[config.mk]
export PLATFORM = sky130hd
export DESIGN_NAME = firPartSerial
export DESIGN_NICKNAME = d
export VERILOG_FILES = /design/src/rtl/firPartPkg.sv /design/src/rtl/firPartCtrl.sv /design/src/rtl/firPartTree.sv /design/src/rtl/firPartData.sv /design/src/rtl/firPartSerial.sv
export SDC_FILE = /design/constraint.sdc
export NUM_CORES = 1
export LEC_CHECK = 0
export ABC_AREA = 0
export BUFFER_PORTS_ARGS = -buffer_cell sky130_fd_sc_hd__buf_2
export CORE_AREA = 3 3 221 223
export DETAILED_ROUTE_END_ITERATION = 10
export DIE_AREA = 0 0 224 226
export PLACE_DENSITY = 0.73
export REMOVE_ABC_BUFFERS = 1
export SLEW_MARGIN = 20
export SYNTH_ARGS = -nofsm -noshare
export SYNTH_HDL_FRONTEND = slang
export SYNTH_HIERARCHICAL = 1
export SYNTH_SLANG_ARGS = --single-unit
[constraint.sdc]
create_clock -name clk -period 15.25 [get_ports clk]
set_clock_uncertainty 0.1 [all_clocks]
set_input_delay 3.05 -clock clk [delete_from_list [all_inputs] [get_ports clk]]
set_output_delay 3.05 -clock clk [all_outputs]
set_load 0.03 [all_outputs]
[src/rtl/firPartPkg.sv]
package firPartPkg;

  localparam int FIELD_W = 8;
  localparam int VEC_MAX = 256;

  typedef struct packed {
    logic load;   // accept a sample into the history
    logic macEn;  // one tap-pair step for every partition
    logic first;  // step 0: accumulators load instead of add
    logic emit;   // write the combined result to the output
  } firStrobe_t;

  function automatic int partSize(input logic [VEC_MAX-1:0] vec, input int p);
    return int'(vec[p*FIELD_W +: FIELD_W]);
  endfunction

  function automatic int partBase(input logic [VEC_MAX-1:0] vec, input int p);
    int base;
    base = 0;
    for (int q = 0; q < p; q++) base += partSize(vec, q);
    return base;
  endfunction

  function automatic int partMax(input logic [VEC_MAX-1:0] vec, input int n);
    int m;
    m = 0;
    for (int q = 0; q < n; q++) if (partSize(vec, q) > m) m = partSize(vec, q);
    return m;
  endfunction

  function automatic int partMin(input logic [VEC_MAX-1:0] vec, input int n);
    int m;
    m = VEC_MAX;
    for (int q = 0; q < n; q++) if (partSize(vec, q) < m) m = partSize(vec, q);
    return m;
  endfunction

endpackage

[src/rtl/firPartCtrl.sv]
module firPartCtrl
  import firPartPkg::*;
#(
  parameter int MAX_PART = 3,
  parameter int CNT_W    = 2
) (
  input  logic             clk,
  input  logic             rst,
  input  logic             inValid,
  output firStrobe_t       strobe,
  output logic [CNT_W-1:0] tapIdx
);

  typedef enum logic [1:0] {ST_IDLE, ST_RUN, ST_EMIT} ctrlState_t;

  localparam logic [CNT_W-1:0] LAST_STEP = CNT_W'(MAX_PART - 1);

  ctrlState_t state;
  logic       accept;

  assign accept = inValid && (state != ST_RUN);

  always_ff @(posedge clk) begin
    if (rst) begin
      state  <= ST_IDLE;
      tapIdx <= '0;
    end else begin
      unique case (state)
        ST_IDLE: begin
          if (accept) begin
            state  <= ST_RUN;
            tapIdx <= '0;
          end
        end
        ST_RUN: begin
          if (tapIdx == LAST_STEP) state <= ST_EMIT;
          else tapIdx <= tapIdx + 1'b1;
        end
        ST_EMIT: begin
          tapIdx <= '0;
          state  <= accept ? ST_RUN : ST_IDLE;
        end
        default: state <= ST_IDLE;
      endcase
    end
  end

  always_comb begin
    strobe.load  = accept;
    strobe.macEn = (state == ST_RUN);
    strobe.first = (state == ST_RUN) && (tapIdx == '0);
    strobe.emit  = (state == ST_EMIT);
  end

  // the shared step never leaves the largest group
  assert_step_range_R2: assert property (@(posedge clk) disable iff (rst)
    strobe.macEn |-> (int'(tapIdx) < MAX_PART));

  // an accepted sample is followed by step 0
  assert_start_R7: assert property (@(posedge clk) disable iff (rst)
    strobe.load |=> (strobe.macEn && strobe.first));

  // the result write lasts a single cycle
  assert_emit_pulse_R3: assert property (@(posedge clk) disable iff (rst)
    strobe.emit |=> !strobe.emit);

endmodule

[src/rtl/firPartTree.sv]
module firPartTree #(
  parameter int ACC_W     = 29,
  parameter int NUM_PARTS = 2
) (
  input  logic signed [ACC_W-1:0] leaf [NUM_PARTS],
  output logic signed [ACC_W-1:0] total
);

  localparam int LEVELS = (NUM_PARTS > 1) ? $clog2(NUM_PARTS) : 0;
  localparam int LEAVES = 1 << LEVELS;

  logic signed [ACC_W-1:0] node [2*LEAVES-1];

  for (genvar i = 0; i < LEAVES; i++) begin : g_leaf
    if (i < NUM_PARTS) begin : g_used
      assign node[LEAVES-1+i] = leaf[i];
    end else begin : g_pad
      assign node[LEAVES-1+i] = '0;
    end
  end

  for (genvar i = 0; i < LEAVES - 1; i++) begin : g_add
    assign node[i] = node[2*i+1] + node[2*i+2];
  end

  assign total = node[0];

endmodule

[src/rtl/firPartData.sv]
module firPartData
  import firPartPkg::*;
#(
  parameter int DATA_W    = 12,
  parameter int COEF_W    = 12,
  parameter int NUM_TAPS  = 10,
  parameter int NUM_PARTS = 2,
  parameter logic [NUM_PARTS*FIELD_W-1:0] PART_VEC = 16'h0203,
  parameter logic [((NUM_TAPS+1)/2)*COEF_W-1:0] COEF_VEC = '0,
  parameter int CNT_W     = 2
) (
  input  logic                     clk,
  input  logic                     rst,
  input  firStrobe_t               strobe,
  input  logic [CNT_W-1:0]         tapIdx,
  input  logic signed [DATA_W-1:0] dataIn,
  output logic                     outValid,
  output logic signed [DATA_W-1:0] dataOut
);

  localparam int NUM_PAIRS = (NUM_TAPS + 1) / 2;
  localparam int PAIR_W    = (NUM_PAIRS > 1) ? $clog2(NUM_PAIRS) : 1;
  localparam int TAP_W     = (NUM_TAPS > 1) ? $clog2(NUM_TAPS) : 1;
  localparam int ACC_W     = DATA_W + COEF_W + PAIR_W + 2;
  localparam int FRAC      = COEF_W - 1;
  localparam logic [VEC_MAX-1:0] VEC_WIDE = VEC_MAX'(PART_VEC);
  localparam logic signed [ACC_W-1:0] OUT_MAX  = ACC_W'((1 <<< (DATA_W - 1)) - 1);
  localparam logic signed [ACC_W-1:0] OUT_MIN  = -ACC_W'(1 <<< (DATA_W - 1));
  localparam logic signed [ACC_W-1:0] ROUND_HALF = ACC_W'(1 <<< (FRAC - 1));

  logic signed [DATA_W-1:0] history [NUM_TAPS];
  logic signed [COEF_W-1:0] coefTab [NUM_PAIRS];
  logic signed [ACC_W-1:0]  partAcc [NUM_PARTS];
  logic signed [ACC_W-1:0]  treeSum;
  logic signed [ACC_W-1:0]  rounded;
  logic signed [DATA_W-1:0] clipped;

  // sample history, newest at index 0
  always_ff @(posedge clk) begin
    if (rst) begin
      for (int k = 0; k < NUM_TAPS; k++) history[k] <= '0;
    end else if (strobe.load) begin
      history[0] <= dataIn;
      for (int k = 1; k < NUM_TAPS; k++) history[k] <= history[k-1];
    end
  end

  for (genvar i = 0; i < NUM_PAIRS; i++) begin : g_coef
    assign coefTab[i] = COEF_VEC[i*COEF_W +: COEF_W];
  end

  for (genvar p = 0; p < NUM_PARTS; p++) begin : g_part
    localparam int SIZE = partSize(VEC_WIDE, p);
    localparam int BASE = partBase(VEC_WIDE, p);

    logic                     inRange;
    logic [PAIR_W-1:0]        pairIdx;
    logic [TAP_W-1:0]         nearIdx;
    logic [TAP_W-1:0]         farIdx;
    logic signed [DATA_W:0]   preSum;
    logic signed [ACC_W-1:0]  product;
    logic signed [ACC_W-1:0]  acc;

    assign inRange = int'(tapIdx) < SIZE;

    // operand multiplexer: pick this partition's current tap pair
    always_comb begin
      pairIdx = PAIR_W'(BASE);
      if (inRange) pairIdx = PAIR_W'(BASE + int'(tapIdx));
      nearIdx = TAP_W'(pairIdx);
      farIdx  = TAP_W'(NUM_TAPS - 1) - nearIdx;
      preSum  = {history[nearIdx][DATA_W-1], history[nearIdx]};
      if (farIdx != nearIdx)
        preSum = preSum + {history[farIdx][DATA_W-1], history[farIdx]};
      product = ACC_W'(preSum) * ACC_W'(coefTab[pairIdx]);
    end

    always_ff @(posedge clk) begin
      if (rst) acc <= '0;
      else if (strobe.macEn && inRange) acc <= strobe.first ? product : acc + product;
    end

    assign partAcc[p] = acc;

    // past its group a partition keeps its sum
    assert_hold_R4: assert property (@(posedge clk) disable iff (rst)
      (strobe.macEn && !strobe.first && !inRange) |=> $stable(acc));
  end

  firPartTree #(
    .ACC_W    (ACC_W),
    .NUM_PARTS(NUM_PARTS)
  ) u_tree (
    .leaf (partAcc),
    .total(treeSum)
  );

  always_comb begin
    rounded = (treeSum + ROUND_HALF) >>> FRAC;
    if (rounded > OUT_MAX)      clipped = OUT_MAX[DATA_W-1:0];
    else if (rounded < OUT_MIN) clipped = OUT_MIN[DATA_W-1:0];
    else                        clipped = rounded[DATA_W-1:0];
  end

  always_ff @(posedge clk) begin
    if (rst) begin
      outValid <= 1'b0;
      dataOut  <= '0;
    end else begin
      outValid <= strobe.emit;
      if (strobe.emit) dataOut <= clipped;
    end
  end

  // a result strobe always stands alone
  assert_out_pulse_R3: assert property (@(posedge clk) disable iff (rst)
    outValid |=> !outValid);

  // history moves only on accepted samples
  assert_history_R7: assert property (@(posedge clk) disable iff (rst)
    strobe.macEn |=> $stable(history[0]));

endmodule

[src/rtl/firPartSerial.sv]
module firPartSerial
  import firPartPkg::*;
#(
  parameter int DATA_W    = 12,
  parameter int COEF_W    = 12,
  parameter int NUM_TAPS  = 10,
  parameter int NUM_PARTS = 2,
  parameter logic [NUM_PARTS*FIELD_W-1:0] PART_VEC = 16'h0203,
  parameter logic [((NUM_TAPS+1)/2)*COEF_W-1:0] COEF_VEC =
    {12'd900, 12'd600, 12'd300, 12'd120, 12'hFD8}
) (
  input  logic                     clk,
  input  logic                     rst,
  input  logic                     inValid,
  input  logic signed [DATA_W-1:0] dataIn,
  output logic                     outValid,
  output logic signed [DATA_W-1:0] dataOut
);

  localparam int NUM_PAIRS = (NUM_TAPS + 1) / 2;
  localparam logic [VEC_MAX-1:0] VEC_WIDE = VEC_MAX'(PART_VEC);
  localparam int MAX_PART  = partMax(VEC_WIDE, NUM_PARTS);
  localparam int MIN_PART  = partMin(VEC_WIDE, NUM_PARTS);
  localparam int PART_SUM  = partBase(VEC_WIDE, NUM_PARTS);
  localparam int CNT_W     = (MAX_PART > 1) ? $clog2(MAX_PART) : 1;

  if (PART_SUM != NUM_PAIRS) begin : g_badSum
    $error("partition sizes must add up to the effective length");
  end
  if (MIN_PART < 1) begin : g_emptyPart
    $error("every partition needs at least one tap pair");
  end

  firStrobe_t       strobe;
  logic [CNT_W-1:0] tapIdx;

  firPartCtrl #(
    .MAX_PART(MAX_PART),
    .CNT_W   (CNT_W)
  ) u_ctrl (
    .clk    (clk),
    .rst    (rst),
    .inValid(inValid),
    .strobe (strobe),
    .tapIdx (tapIdx)
  );

  firPartData #(
    .DATA_W   (DATA_W),
    .COEF_W   (COEF_W),
    .NUM_TAPS (NUM_TAPS),
    .NUM_PARTS(NUM_PARTS),
    .PART_VEC (PART_VEC),
    .COEF_VEC (COEF_VEC),
    .CNT_W    (CNT_W)
  ) u_data (
    .clk     (clk),
    .rst     (rst),
    .strobe  (strobe),
    .tapIdx  (tapIdx),
    .dataIn  (dataIn),
    .outValid(outValid),
    .dataOut (dataOut)
  );

endmodule

Yosys cells after proc, flatten, opt, wreduce, memory -nomap -nowiden --
Memory sizes are Yosys's and may differ from the RTL's. Index checks and enable logic that the tools add are counted.
Storage, ports and cells: memory bits (writable) 120, register bits 75, word-level logic and storage cells 91, bits in latches 0, ROM bits 192, memories 3
Memory list:
- u_data.history | words 10, bits a word 12, rd ports 13, clocked after Yosys merged registers in 0, write ports 10, RTL line firPartData.sv:31 | logic signed [DATA_W-1:0] history [NUM_TAPS];
- (name not given) | words 8, bits a word 12, rd ports 1, clocked after Yosys merged registers in 0, write ports 0, RTL line firPartData.sv:75 | product = ACC_W'(preSum) * ACC_W'(coefTab[pairIdx]);
- (name not given) | words 8, bits a word 12, rd ports 1, clocked after Yosys merged registers in 0, write ports 0, RTL line firPartData.sv:75
Cells by class: reductions and logical operators 9, bitwise operators 12, order comparisons 6, shift operators 0, mux-type cells 34, $add $sub $neg 10, equal/unequal tests 9, multipliers 2, div/mod/pow operators 0
Operators by type and width (count):
- $mux W12 | 16
- $add A29 B29 Y29 | 3
- $mux W29 | 2
- $mul A13 B12 Y25 | 2
- $add A29 B12 Y29 const B | 1
- $add A12 B12 Y13 | 2
- $mux W13 | 2
- $gt A18 B12 Y1 const B | 1
- $lt A18 B12 Y1 const B | 1
- $pmux W2 S3 | 2
- $mux W2 | 5
- $or A1 B1 Y1 | 10
- $ge A4 B4 Y1 const B | 2
- $mux W1 | 6
- $eq A2 B2 Y1 const B | 2
- $logic_and A1 B1 Y1 | 4
- $logic_not A2 Y1 | 2
- $lt A2 B2 Y1 const B | 2
- $ne A2 B1 Y1 const B | 2
- $ne A2 B2 Y1 const B | 2
- $ne A4 B2 Y1 | 1
- $ne A4 B3 Y1 | 1
- $not A2 Y4 | 1
- $not A3 Y4 | 1
- other kinds (9) | 9

Longest topological paths before layout --
Gate-level depths: netlist of run 1.
depth in word-level cells 9, depth in mapped cells 44

Modules after synthesis --
Netlist of run 1, hierarchy kept.
By module, submodules not included:
- firPartData | instances 1, area each 21670.8 µm², sequential area each 4944.7 µm², cells an instance 2286
- firPartTree | instances 1, area each 1597.8 µm², sequential area each 0.0 µm², cells an instance 224
- firPartCtrl | instances 1, area each 244.0 µm², sequential area each 80.1 µm², cells an instance 25

Worst setup path before layout of run 1 --
No wires, ideal clock.
kind register to register, from register u_ctrl.tapIdx[1], to register u_data.g_part[0].acc[28], cell stages (with the launch flop) 41, arrival time 10.084 ns, slack 4.985 ns, data required time 15.069 ns, path through dfxtp_1 inv_1 ha_1 clkbuf_1 buf_1 mux4_2 ha_1 fa_1 a211oi_1 o21bai_1 a21oi_1 xor2_1 or2_2 inv_1 fa_1 inv_1 fa_1 fa_1 [5 not listed] ha_1 o2111ai_1 nand3_1 o41a_1 a21o_1 a21oi_1 xnor2_1 ha_1 a21o_1 a221oi_1 nand2_1 a31oi_1 o31ai_1 nor4_1 nor3_1 nor4b_1 a31oi_1 a41oi_1
On the way: word-level cells in the longest chain between the ends 9
Ends and longest elaborated chain:
- from (decl) | RTL line firPartCtrl.sv:11 | output logic [CNT_W-1:0] tapIdx
- from (signal assigned) | RTL line firPartCtrl.sv:37 | else tapIdx <= tapIdx + 1'b1;
- $lt A2 B2 Y1 | RTL line firPartData.sv:64 | assign inRange = int'(tapIdx) < SIZE;
- $mux W2 | RTL line firPartData.sv:69 | if (inRange) pairIdx = PAIR_W'(BASE + int'(tapIdx));
- $sub A4 B2 Y4 or $not A2 Y4 (tied branches) | RTL line firPartData.sv:71, firPartData.sv:75
- $mem_v2 Z10 W12 or $mem_v2 Z8 W12 (tied branches)
- $add A12 B12 Y13 or $mux W12 (tied branches) | RTL line firPartData.sv:74, firPartData.sv:75
- $mux W13 or $mux W12 (tied branches) | RTL line firPartData.sv:73, firPartData.sv:75
- $mul A13 B12 Y25 | RTL line firPartData.sv:75
- $add A29 B29 Y29 | RTL line firPartData.sv:80 | else if (strobe.macEn && inRange) acc <= strobe.first ? product : acc + product;
- $mux W29 | RTL line firPartData.sv:80
- to (signal assigned) | RTL line firPartData.sv:80
- to (decl) | RTL line firPartData.sv:62 | logic signed [ACC_W-1:0] acc;
Several ways; a longest one is shown, not always the timed one. The select of a mux whose other input is x is not followed. A chain may end at the register's enable or synchronous reset.

Final worst setup path of run 1 --
Same ends and word-level chain as after synthesis.

==> flow_summary_export.csv, run 1 <==
group,metric,value,unit
global_route,grt_overflow,0,
placement,dpl_cell_area,0.02407,sq mm
cells_and_area,nNetsFinal,2975,
timing,relSlewSlack,31.92,%
drt,postRouteWirelength,53.41,mm
critical_path,arrival,11550,ps
placement,gp_congestion,0.9144,
drt,drt_pass1_iterations,8,
cts,cts_buffer_depth,2,
outcome,status,"completed",
die,start_util,50.07,%
critical_path,cp_max_fo,44,
timing,tns,0,ps
die,die_w,224,um
cts,clockRootBuffer,"clkbuf_16",
critical_path,reg2reg_from,"u_ctrl/tapIdx[1]",
worst_hold_path,hold_end,"u_data/g_part[1].acc[4]",
cells_and_area,regArea,0.005025,sq mm
die,die_h,226,um
cells_and_area,syn_to_final_growth,5.351,%
timing,rsz0062_at_grt,"false",
drt,ant_nets,0,
cells_and_area,diodes,0,
cts,cts_tree,"built",
synth,syn_area_per_cell,9.289,sq um
cts,numCtsBuffers,17,
cts,cts_sinks,191,
cells_and_area,multi_input_area,0.01677,sq mm
timing,layout_min_cycle_time,11260,ps
cells_and_area,final_cell_area,0.02466,sq mm
synth,synth_area,0.02341,sq mm
critical_path,endpoint_kind,"flip-flop",
global_route,grt_start_max_net_pins,121,
cts,cts_max_level,4,
timing,hold_viol_final,0,
critical_path,r2r_end,"u_data/g_part[0].acc[28]",
global_route,grt_usage,21.51,%
cts,clkSlewWorstSetupHoldPaths,80,ps
critical_path,r2r_slack,3990,ps
cts,ctsResizeCount,0,
timing,fmax,0.08877,GHz
synth,syn_inst,2520,
critical_path,start_kind,"flip-flop",
placement,port_buffers,27,
die,pin_count,28,
drt,drc,0,
worst_hold_path,holdPathStages,2,
die,die_area,0.05062,sq mm
global_route,grt_pass1_vias,17870,
global_route,antenna_found_initial,1,
critical_path,cpPeakStageDelay,640,ps
worst_hold_path,hp-class,"reg2reg",
critical_path,critPathRequiredTime,15540,ps
critical_path,worstSetupPathType,"reg2reg",
global_route,grt_first_pass_wirelength,88.84,mm
synth,synth_warnings,6,
cts,cts_hold_buf,0,
drt,drt-initial-drc-count,1206,
placement,place_ws,4081,ps
timing,setup_violations,0,
run,drv_cap,0,
timing,finalMaxSlewViolations,0,
critical_path,reg2reg_depth,40,
timing,worstMarginPinSlew,1018,ps
worst_hold_path,hp-start,"u_data/g_part[1].acc[4]",
die,rows,79,
cells_and_area,drive_above_1_share,6.028,%
drt,route.vias.total,17700,
drt,wl_per_cell,17.16,um
die,coreArea,0.04675,sq mm
placement,dp_hpwl,42.31,mm
cts,clock_latency,470,ps
timing,timing.final.ws_setup,3985,ps
critical_path,cp_common_cell,"fa_1",
timing,min_period_over_period,73.87,%
cells_and_area,n_fill_cell,4200,
critical_path,crit_slowest_cell,"buf_4",
cts,cts_setup_buffers,0,
drt,routed_via_density,5.686,
## layout by cell type, fill, tap and decap left out, types with 6 or more instances in the layout
master / n
nand4_1: 10
mux4_2: 35
buf_4: 10
clkbuf_16: 17
buf_2: 27
ha_1: 257
xor2_1: 60
a211oi_1: 32
dfxtp_1: 71
a21oi_1: 130
nand2_1: 121
nand2b_1: 25
nand3_1: 40
a21o_1: 52
fa_1: 208
and2_1: 166
nor4_1: 10
o21ai_0: 108
a41oi_1: 7
nor2_1: 188
nor3_1: 36
o22ai_1: 14
o31ai_1: 9
nor2b_1: 34
mux2i_1: 14
o211ai_1: 19
o21bai_1: 24
xnor2_1: 95
inv_1: 346
conb_1: 6
or3_1: 14
o21a_1: 21
and3_1: 11
mux2_2: 13
edfxtp_1: 120
a31oi_1: 29
o31a_1: 8
## layout make-up
| class | instances | share of cell area (%) |
|---|---|---|
| multi-input combinational | 1895 | 67.99 |
| sequential | 191 | 20.38 |
| inverter | 351 | 5.353 |
| tap | 607 | 3.080 |
| clock buffer | 17 | 1.725 |
| timing repair buffer | 37 | 0.8524 |
| clock inverter | 14 | 0.6241 |
## how the worst max path moves through the flow
stage	depth (start not counted)	to	start
2_1_floorplan	38	u_data/g_part[0].acc[28]	u_ctrl/tapIdx[1]
3_3_place_gp	40	u_data/g_part[0].acc[28]	u_ctrl/tapIdx[1]
3_5_place_dp	40	u_data/g_part[0].acc[28]	u_ctrl/tapIdx[1]
4_1_cts	40	u_data/g_part[0].acc[28]	u_ctrl/tapIdx[1]
5_1_grt	40	u_data/g_part[0].acc[28]	u_ctrl/tapIdx[1]
6_report	40	u_data/g_part[0].acc[28]	u_ctrl/tapIdx[1]
## flip-flops by register name (all words and copies together), names as in the netlist
name,cells
u_data/dataOut,12
u_data/history,120
u_data/g_part.acc,54
u_data/outValid,1
u_ctrl/state,2
u_ctrl/tapIdx,2
## through the flow
stage          hold slack [ps]  utilization, %  std cells
5_1_grt                  415.0           52.74       3112
3_5_place_dp             374.5           51.49       3081
2_1_floorplan            346.8               -       2437
6_report                 386.2           52.74       3112
3_3_place_gp             373.6           51.49       3081
4_1_cts                  386.4           52.73       3112
## critical path, delay by kind of cell (launching register included)
family                   cells  cell delay [ps]
flip-flops                   1              410
buffers and inverters        6             1020
XOR/XNOR                     2              790
multiplexers                 1              600
AND/OR/NAND/NOR              6              980
AO/OA/AOI/OAI               15             3020
adder cells (fa/ha/maj)     10             4220
## metal layers
metal  global-route usage, %  vias up  wire, um
met2                   35.90      416     25040
li1                        -     8576         -
met1                   28.90     8608     24510
met3                   3.237       94      2253
met5                       0        -        13
met4                   7.057        2      1595
Power of run 1 is not shown: default switching activity piles up to over one toggle a cycle in this logic, so the estimate is an artifact.
==> inputs of run 2 (changes only) <==
ABC_AREA = 1   (was 0)
CORE_AREA = 3 3 232 234   (was 3 3 221 223)
DIE_AREA = 0 0 235 237   (was 0 0 224 226)
PLACE_DENSITY = 0.75   (was 0.73)
clock period = 10 ns   (was 15.25 ns; I/O delays follow)
==> run 2 against run 1 <==
Routed wire length up 18%. Via count up 26%. Final area up 11%. Clock-buffer cell count unchanged. Worst hold slack worse by 17 ps. Synthesized cell count up 44%. Sequential share of layout area down 2.0 points. Non-clock buffer count up 19. Setup slack worse by 3300 ps. Die area up 10%. First-iteration DRC count up 49%. Critical path depth up 1. Largest cell class unchanged.
==> flow_summary_export.csv, run 2 <==
group,metric,value,unit
drt,wl_per_cell,14.60,um
worst_hold_path,hp-class,"reg2reg",
critical_path,crit_slowest_cell,"fa_1",
critical_path,start_kind,"flip-flop",
placement,dpl_cell_area,0.02665,sq mm
cells_and_area,largest_register,"u_data/history",
global_route,antenna_found_initial,1,
drt,ant_nets,0,
cts,cts_buffer_depth,2,
die,start_util,49.29,%
drt,drc,0,
cells_and_area,multi_input_area,0.01755,sq mm
cts,clkSlewWorstSetupHoldPaths,80,ps
critical_path,cp_max_fo,54,
global_route,grt_overflow,0,
global_route,grt_start_max_net_pins,86,
timing,rsz0062_at_grt,"true",
placement,gp_congestion,0.9718,
timing,hold_viol_final,0,
critical_path,arrival,9630,ps
cells_and_area,nNetsFinal,4102,
placement,dp_cells,4284,
timing,worstMarginPinSlew,1095,ps
cells_and_area,syn_to_final_growth,6.405,%
timing,fmax,0.1071,GHz
timing,setup_violations,0,
die,die_area,0.05570,sq mm
placement,dp_hpwl,50.71,mm
die,rows,84,
cells_and_area,final_common_cell,"inv_1",
cts,cts_tree,"built",
drt,drt-initial-drc-count,1799,
cells_and_area,regArea,0.005026,sq mm
critical_path,endpoint_kind,"flip-flop",
timing,relSlewSlack,26.57,%
drt,drt_pass1_iterations,6,
critical_path,critPathRequiredTime,10290,ps
timing,finalMaxSlewViolations,0,
cts,cts_max_level,4,
outcome,status,"completed",
drt,routed_via_density,5.172,
cts,numCtsBuffers,17,
global_route,grt_pass1_vias,21780,
critical_path,cp_common_cell,"nand2_1",
drt,route.vias.total,22350,
synth,synth_area,0.02575,sq mm
cells_and_area,largest_reg_flops,120,
cts,clock_latency,480,ps
die,die_w,235,um
drt,postRouteWirelength,63.10,mm
global_route,grt_usage,22.83,%
synth,syn_area_per_cell,7.105,sq um
critical_path,crit_family,"adder cells",
cts,cts_sinks,191,
critical_path,worstSetupPathType,"reg2reg",
placement,place_ws,377.6,ps
timing,timing.final.ws_setup,660.9,ps
cts,cts_hold_buf,0,
timing,min_period_over_period,93.39,%
synth,synth_warnings,6,
cells_and_area,layoutNonFillerInstCount,4322,
die,die_h,237,um
cells_and_area,drive_above_1_share,5.147,%
run,drv_cap,0,
die,pin_count,28,
cells_and_area,final_cell_area,0.02740,sq mm
critical_path,worst-path-buf-inv,8,
die,coreArea,0.05224,sq mm
placement,port_buffers,27,
global_route,grt_first_pass_wirelength,105.6,mm
cells_and_area,final_cell_mix,"766 x inv_1, 664 x nand2_1, 461 x nor2_1",
timing,layout_min_cycle_time,9339,ps
synth,syn_inst,3624,
critical_path,cpPeakStageDelay,560,ps
cts,clockRootBuffer,"clkbuf_16",
cells_and_area,reg_top3,"u_data/history (120), u_data/g_part.acc (54), u_data/dataOut (12)",
cells_and_area,n_fill_cell,5063,
cells_and_area,post-route-util,52.45,%
[run 2: worst paths after layout]
check / start / endpoint / slack [ps] / cells after the start
worst max-delay path: u_ctrl/tapIdx[1] / u_data/g_part[0].acc[22] / 660 / 41
worst min-delay path: u_data/dataOut[11] / u_data/dataOut[11] / 370 / 2
worst max register to register: u_ctrl/tapIdx[1] / u_data/g_part[0].acc[22] / 660 / 41
worst min register to register: u_data/dataOut[11] / u_data/dataOut[11] / 370 / 2
[run 2: per-stage QoR]
stage          hold WS [ps]  setup TNS, ps
2_1_floorplan         360.4              0
3_3_place_gp          362.4              0
3_5_place_dp          363.8              0
4_1_cts               375.1              0
5_1_grt               415.5         -56.69
6_report              368.8              0
[run 2: routing by layer]
| layer | part of all wire [%] | track usage, % | wire [um] | vias to the layer above |
|---|---|---|---|---|
| met3 | 4.9 | 3.133 | 3081 | 112 |
| li1 | - | - | - | 11400 |
| met4 | 3.6 | 8.329 | 2262 | 0 |
| met2 | 46 | 38.74 | 29280 | 558 |
| met5 | 0 | 0 | 0 | - |
| met1 | 45 | 29.83 | 28480 | 10280 |
[run 2: final cells by class]
cell class | count | area share, %
inverters | 778 | 10.70
repair buffers | 56 | 1.512
repair inverters | 1 | 0.02740
clock inverters | 15 | 0.6485
diodes | 1 | 0.009134
clock buffers | 17 | 1.553
multi-input cells | 2575 | 64.07
flip-flops and latches | 191 | 18.35
well taps | 688 | 3.142
[run 2: tightest hold or removal path, stage by stage, from the launching register on]
cell and delay [ps]:
dfxtp_1 310, nand2_1 60, a21oi_1 50
[run 2: what timing repair did]
item                                    CTS  global route
buffers inserted                          0             4
endpoints found under the setup margin    0            16
resized for setup                         0            27
Power of run 2 is left out for the same reason.
